[src/rtl/burst_pkg.sv]
package burst_pkg;

    // Encoding of the order-select input.
    typedef enum logic {
        ORDER_LINEAR      = 1'b0,
        ORDER_INTERLEAVED = 1'b1
    } burst_order_e;

    // Kind of update applied at the next clock edge.
    typedef enum logic [1:0] {
        UPD_HOLD = 2'd0,
        UPD_LOAD = 2'd1,
        UPD_STEP = 2'd2
    } burst_update_e;

endpackage

[src/rtl/burst_strobe_decode.sv]
module burst_strobe_decode
    import burst_pkg::*;
(
    input  logic          chip_en_n,
    input  logic          proc_strobe_n,
    input  logic          ctrl_strobe_n,
    input  logic          advance_n,
    output burst_update_e update
);

    logic proc_take;
    logic ctrl_take;

    always_comb begin
        proc_take = !proc_strobe_n && !chip_en_n;
        ctrl_take = !ctrl_strobe_n;
        if (proc_take || ctrl_take) begin
            update = UPD_LOAD;
        end else if (!advance_n) begin
            update = UPD_STEP;
        end else begin
            update = UPD_HOLD;
        end
    end

endmodule

[src/rtl/burst_beat_counter.sv]
module burst_beat_counter
    import burst_pkg::*;
#(
    parameter int BURST_W = 2
) (
    input  logic               clk,
    input  logic               rst_n,
    input  burst_update_e      update,
    output logic [BURST_W-1:0] beat
);

    localparam logic [BURST_W-1:0] BEAT_ONE  = BURST_W'(1);
    localparam logic [BURST_W-1:0] BEAT_ZERO = '0;

    typedef struct packed {
        logic [BURST_W-1:0] beat;
    } cnt_state_t;

    cnt_state_t cnt_d;
    cnt_state_t cnt_q;

    always_comb begin
        cnt_d = cnt_q;
        case (update)
            UPD_LOAD: cnt_d.beat = BEAT_ZERO;
            UPD_STEP: cnt_d.beat = cnt_q.beat + BEAT_ONE;
            default:  cnt_d.beat = cnt_q.beat;
        endcase
    end

    always_ff @(posedge clk) begin
        if (!rst_n) begin
            cnt_q <= '0;
        end else begin
            cnt_q <= cnt_d;
        end
    end

    assign beat = cnt_q.beat;

    // a step moves the beat forward by one, wrapping
    a_r5_step_by_one: assert property (@(posedge clk) disable iff (!rst_n)
        (update == UPD_STEP) |=> (beat == $past(beat) + BEAT_ONE));

    // a load restarts the burst at beat zero whatever advance did
    a_r10_load_restarts: assert property (@(posedge clk) disable iff (!rst_n)
        (update == UPD_LOAD) |=> (beat == BEAT_ZERO));

    // no strobe and no advance leaves the beat alone
    a_r6_hold_beat: assert property (@(posedge clk) disable iff (!rst_n)
        (update == UPD_HOLD) |=> $stable(beat));

endmodule

[src/rtl/burst_order_map.sv]
module burst_order_map
    import burst_pkg::*;
#(
    parameter int BURST_W = 2
) (
    input  logic [BURST_W-1:0] start,
    input  logic [BURST_W-1:0] beat,
    input  burst_order_e       order,
    output logic [BURST_W-1:0] offset
);

    logic [BURST_W-1:0] lin_off;
    logic [BURST_W-1:0] xor_off;

    // Interleaved order, one XOR per bit.
    for (genvar b = 0; b < BURST_W; b++) begin : g_xor_bit
        assign xor_off[b] = start[b] ^ beat[b];
    end

    // Linear order: the sum wraps inside the aligned block.
    assign lin_off = start + beat;

    always_comb begin
        if (order == ORDER_INTERLEAVED) begin
            offset = xor_off;
        end else begin
            offset = lin_off;
        end
    end

endmodule

[src/rtl/burst_addr_gen.sv]
module burst_addr_gen
    import burst_pkg::*;
#(
    parameter int ADDR_W  = 15,
    parameter int BURST_W = 2
) (
    input  logic              clk,
    input  logic              rst_n,
    input  logic [ADDR_W-1:0] base_addr,
    input  logic              chip_en_n,
    input  logic              proc_strobe_n,
    input  logic              ctrl_strobe_n,
    input  logic              advance_n,
    input  logic              order_sel,
    output logic [ADDR_W-1:0] addr_out
);

    localparam int UPPER_W = ADDR_W - BURST_W;

    typedef struct packed {
        logic [UPPER_W-1:0] upper;
        logic [BURST_W-1:0] start;
    } base_state_t;

    base_state_t    base_d;
    base_state_t    base_q;
    burst_update_e  update;
    logic [BURST_W-1:0] beat;
    logic [BURST_W-1:0] offset;
    burst_order_e   order;

    assign order = burst_order_e'(order_sel);

    burst_strobe_decode u_decode (
        .chip_en_n     (chip_en_n),
        .proc_strobe_n (proc_strobe_n),
        .ctrl_strobe_n (ctrl_strobe_n),
        .advance_n     (advance_n),
        .update        (update)
    );

    burst_beat_counter #(
        .BURST_W (BURST_W)
    ) u_counter (
        .clk    (clk),
        .rst_n  (rst_n),
        .update (update),
        .beat   (beat)
    );

    always_comb begin
        base_d = base_q;
        if (update == UPD_LOAD) begin
            base_d.upper = base_addr[ADDR_W-1:BURST_W];
            base_d.start = base_addr[BURST_W-1:0];
        end
    end

    always_ff @(posedge clk) begin
        if (!rst_n) begin
            base_q <= '0;
        end else begin
            base_q <= base_d;
        end
    end

    burst_order_map #(
        .BURST_W (BURST_W)
    ) u_map (
        .start  (base_q.start),
        .beat   (beat),
        .order  (order),
        .offset (offset)
    );

    assign addr_out = {base_q.upper, offset};

    // controller strobe captures the base address
    a_r2_ctrl_loads: assert property (@(posedge clk) disable iff (!rst_n)
        !ctrl_strobe_n |=> (addr_out == $past(base_addr)));

    // processor strobe with chip enable captures the base address
    a_r3_proc_loads: assert property (@(posedge clk) disable iff (!rst_n)
        (!proc_strobe_n && !chip_en_n) |=> (addr_out == $past(base_addr)));

    // processor strobe without chip enable changes nothing
    a_r4_proc_gated: assert property (@(posedge clk) disable iff (!rst_n)
        (ctrl_strobe_n && !proc_strobe_n && chip_en_n && advance_n)
        |=> ($stable(base_q) && $stable(beat)));

    // upper bits move only on an accepted strobe
    a_r9_upper_hold: assert property (@(posedge clk) disable iff (!rst_n)
        (ctrl_strobe_n && (proc_strobe_n || chip_en_n))
        |=> $stable(addr_out[ADDR_W-1:BURST_W]));

endmodule

[config.mk]
export PLATFORM = sky130hd
export DESIGN_NAME = burst_addr_gen
export DESIGN_NICKNAME = d
export VERILOG_FILES = /design/src/rtl/burst_pkg.sv /design/src/rtl/burst_strobe_decode.sv /design/src/rtl/burst_beat_counter.sv /design/src/rtl/burst_order_map.sv /design/src/rtl/burst_addr_gen.sv
export SDC_FILE = /design/constraint.sdc
export NUM_CORES = 1
export LEC_CHECK = 0
export BUFFER_PORTS_ARGS = -buffer_cell sky130_fd_sc_hd__buf_2
export CAP_MARGIN = 20
export CORE_MARGIN = 1
export CORE_UTILIZATION = 46
export DETAILED_ROUTE_END_ITERATION = 12
export PLACE_DENSITY = 0.81
export SLEW_MARGIN = 0
export SYNTH_ARGS = -nofsm -noshare
export SYNTH_HDL_FRONTEND = slang
export SYNTH_HIERARCHICAL = 1
export SYNTH_SLANG_ARGS = --single-unit
[constraint.sdc]
create_clock -name clk -period 1.2 [get_ports clk]
set_input_delay 0 -clock clk [delete_from_list [all_inputs] [get_ports clk]]
set_output_delay 0 -clock clk [all_outputs]
set_load 0.02 [all_outputs]
==> summary.md <==
| Metric | Value |
|---|---|
| Status | `finished with violations` |
| Failing checks | `setup timing` |
| Core ar. | `0.00176 mm^2` |
| Avg Inst Size Synth | `8.94 um^2` |
| DR pass1 iterations | `4` |
| Fill cells | `~160` |
| CP Class | `flip-flop to primary output` |
| Hold_ws | `a little under 0.2 ns` |
| Routed via count | `~720` |
| Initial antenna violation count | `0` |
| Area contributors post-synth | `dfxtp_1 (39%), mux2i_1 (17%), nand2_1 (13%)` |
| Utilization after layout | `66.6%` |
| Post-Synth Simple-Gate Area | `19.3%` |
| Number of global-route vias before repair | `641` |
| Slew @ Worst Pin | `around 0.50 ns` |
| First-pass GRT wire length | `about 2.6 mm` |
| Final count of hold timing violations | `0` |
| Full die area | `roughly 0.0021 mm^2` |
| Max-cap violations | `0` |
| Wirelength per Cell | `just over 10 um` |
| Critical Path Source Type | `flip-flop` |
| Distinct cells, synth | `19` |
| WL final | `around 1.7 mm` |
| Synth Warn # | `6` |
| RePlAce Congestion | `0.671` |
| Final min period | `1.22 ns` |
| Ys flop type | `dfxtp_1` |
| Num CTS Buffers | `3` |
| Cell Area, Synth | `876 um^2` |
| Residual DRC | `0` |
| Antenna Violating Nets Remaining | `0` |
| Root Driver | `clkbuf_4` |
| XOR/XNOR Fraction of Synth Area | `2.00%` |
| RSZ-0062 raised after global routing | `yes` |
| Number of I/O pins | `37` |
| Number of synthesized flops with an enable pin | `0` |
| Vias per Instance | `roughly 4.5` |
| Post-Synth Adder-Cell Area | `2.86%` |
| CTS max path bufs | `2` |
| Clock Latency Late Sink | `between 0.2 and 0.3 ns` |
| H-tree Lvls | `1` |
| Worst-path fanout max | `2` |
| TritonCTS clock tree | `yes` |
| DIE WIDTH | `45.6 um` |
| Pre-CTS WS | `0.0497 ns` |
| GRT overflow | `0` |
| Layout cells sized above 1 | `between 30 and 40%` |
| Clock Sinks | `17` |
| Async SR Flop Fraction | `0%` |
| Area grow syn2layout | `34.1%` |
| Share of the synthesized area in the top cell type | `38.9%` |
| Pleak | `0.588 nW` |
| Worst setup margin | `-0.0195 ns` |
| Period utilization | `102%` |
| FMAX | `820 MHz` |
| Nets | `162` |
| Pwr Total | `1.22 mW` |
| Clock Skew | `0.000777 ns` |
| Worst EP arrival | `1.22 ns` |
| Worst VDD drop | `726 uV` |
| Worst path required time | `about 1.2 ns` |
| Antenna diodes | `0` |
| Cell taking the most area after synthesis | `dfxtp_1` |
| Count of final max-slew check failures | `0` |
| Row count | `15` |
| GRT Total Usage | `18.0%` |
| Initial core utilization | `49.6%` |
| Post-Synthesis Cells | `98` |
| Chip Height | `45.6 um` |
| Syn Nets | `roughly 120` |
| Sequential fraction of the synthesis area | `38.9%` |
| Post-detail-place hpwl | `1.10 mm` |
| Slew headroom | `between 60 and 70%` |
| Synthesized flop and latch total | `17` |
| Post-synthesis compound-gate area fraction | `2.71%` |
| Worst-path clk slew | `about 0.10 ns` |
| Min-Delay Path Class | `input port to flip-flop` |
| Port bufs | `36` |
| Worst Setup End Kind | `primary output` |
| Pin count of the biggest net entering global routing | `34` |
| Combinational family with the most area after synthesis | `simple AND/OR/NAND/NOR gates` |
| Final Setup Violations | `1` |
| Initial DRC count | `7` |
| Power per cell area | `1040 mW/mm^2` |
| Post-synthesis mux area share | `17.1%` |
-- state kept, by name, indices dropped and copies added, names as in the netlist --
name,flops
addr_out,13
base_q,2
u_counter/beat,2
-- synthesized netlist by cell type, types with 2 or more instances --
cell / number
nand2_1: 31
dfxtp_1: 17
mux2i_1: 15
buf_4: 13
a21oi_1: 2
buf_2: 2
ha_1: 2
inv_1: 2
nor2_1: 2
nor2b_1: 2
xnor2_1: 2
-- through the flow --
step | cell area [um^2] | std cells | setup TNS (ns)
after floorplan | 876 | 98 | 0
after global placement | 965 | 142 | 0
after detailed placement | 965 | 142 | 0
after CTS | 1170 | 162 | -0.0533
after global routing | 1170 | 162 | -0.0732
final | 1170 | 162 | -0.0195
-- cells in the final DEF, fill, tap and decap left out, types with 2 or more instances in the layout --
cell type / synthesis / layout
a21oi_1: 2 / 2
buf_2: 2 / 36
clkbuf_4: 0 / 3
dfxtp_1: 17 / 15
dlygate4sd3_1: 0 / 15
inv_1: 2 / 2
mux2i_1: 15 / 15
nand2_1: 31 / 31
nor2_1: 2 / 2
nor2b_4: 1 / 2
xnor2_1: 2 / 2
-- kinds of logic (layout without fill, tap and decap cells) --
family | Yosys count | count (layout)
and+or+nand+nor | 38 | 38
buffers and inverters | 20 | 59
DFF | 17 | 17
muxes | 15 | 15
AOI/OAI and AO/OA | 4 | 4
adders and majority gates | 2 | 2
xor gates and xnor gates | 2 | 2
-- final timing paths --
kind	slack (ns)	end	start	cells past startpoint
min reg2reg	0.46	addr_out[10]$_SDFFE_PN0N_	addr_out[10]$_SDFFE_PN0N_	2
max	-0.02	addr_out[1]	u_counter/beat[0]$_SDFFE_PN0P_	4
min	0.20	base_q[1]$_SDFFE_PN0N_	rst_n	3
max reg2reg	0.31	u_counter/beat[0]$_SDFFE_PN0P_	u_counter/beat[0]$_SDFFE_PN0P_	4
-- area by class of cell --
| class | instances | area, um^2 | area share, % |
|---|---|---|---|
| clock buffer | 3 | 22.5 | 1.92 |
| multi-input combinational | 61 | 405 | 34.5 |
| tap | 25 | 31.3 | 2.66 |
| inverter | 2 | 7.51 | 0.639 |
| sequential | 17 | 345 | 29.4 |
| timing repair buffer | 53 | 358 | 30.5 |
| clock inverter | 1 | 5.00 | 0.426 |
-- what timing repair did --
action                                  CTS  global route
pin swaps                                 2             1
buffers inserted                          1             0
resized for setup                         7             0
endpoints found under the setup margin    1             1
hold buffers                             15             0
endpoints found under the hold margin    15             0
-- layer usage --
layer / track usage, % / part of all wire, % / up-vias
met1: 19.2 / 42 / 321
met4: 10.9 / 1.7 / 0
li1: - / - / 377
met5: 0 / 0 / -
met3: 5.16 / 4.6 / 4
met2: 30.9 / 52 / 22
-- where the power goes --
part           leakage (nW)  internal (mW)  switching [mW]
registers             0.141          0.602          0.0199
logic                 0.429          0.146           0.149
clock network        0.0177          0.124           0.183
total                 0.588          0.872           0.352
-- critical path: stages, from the launching register on --
cell	delay, ns
dfxtp_4	0.37
ha_4	0.14
nor2b_4	0.11
xnor2_1	0.12
buf_2	0.18
Power figures use the tool's default switching activity.
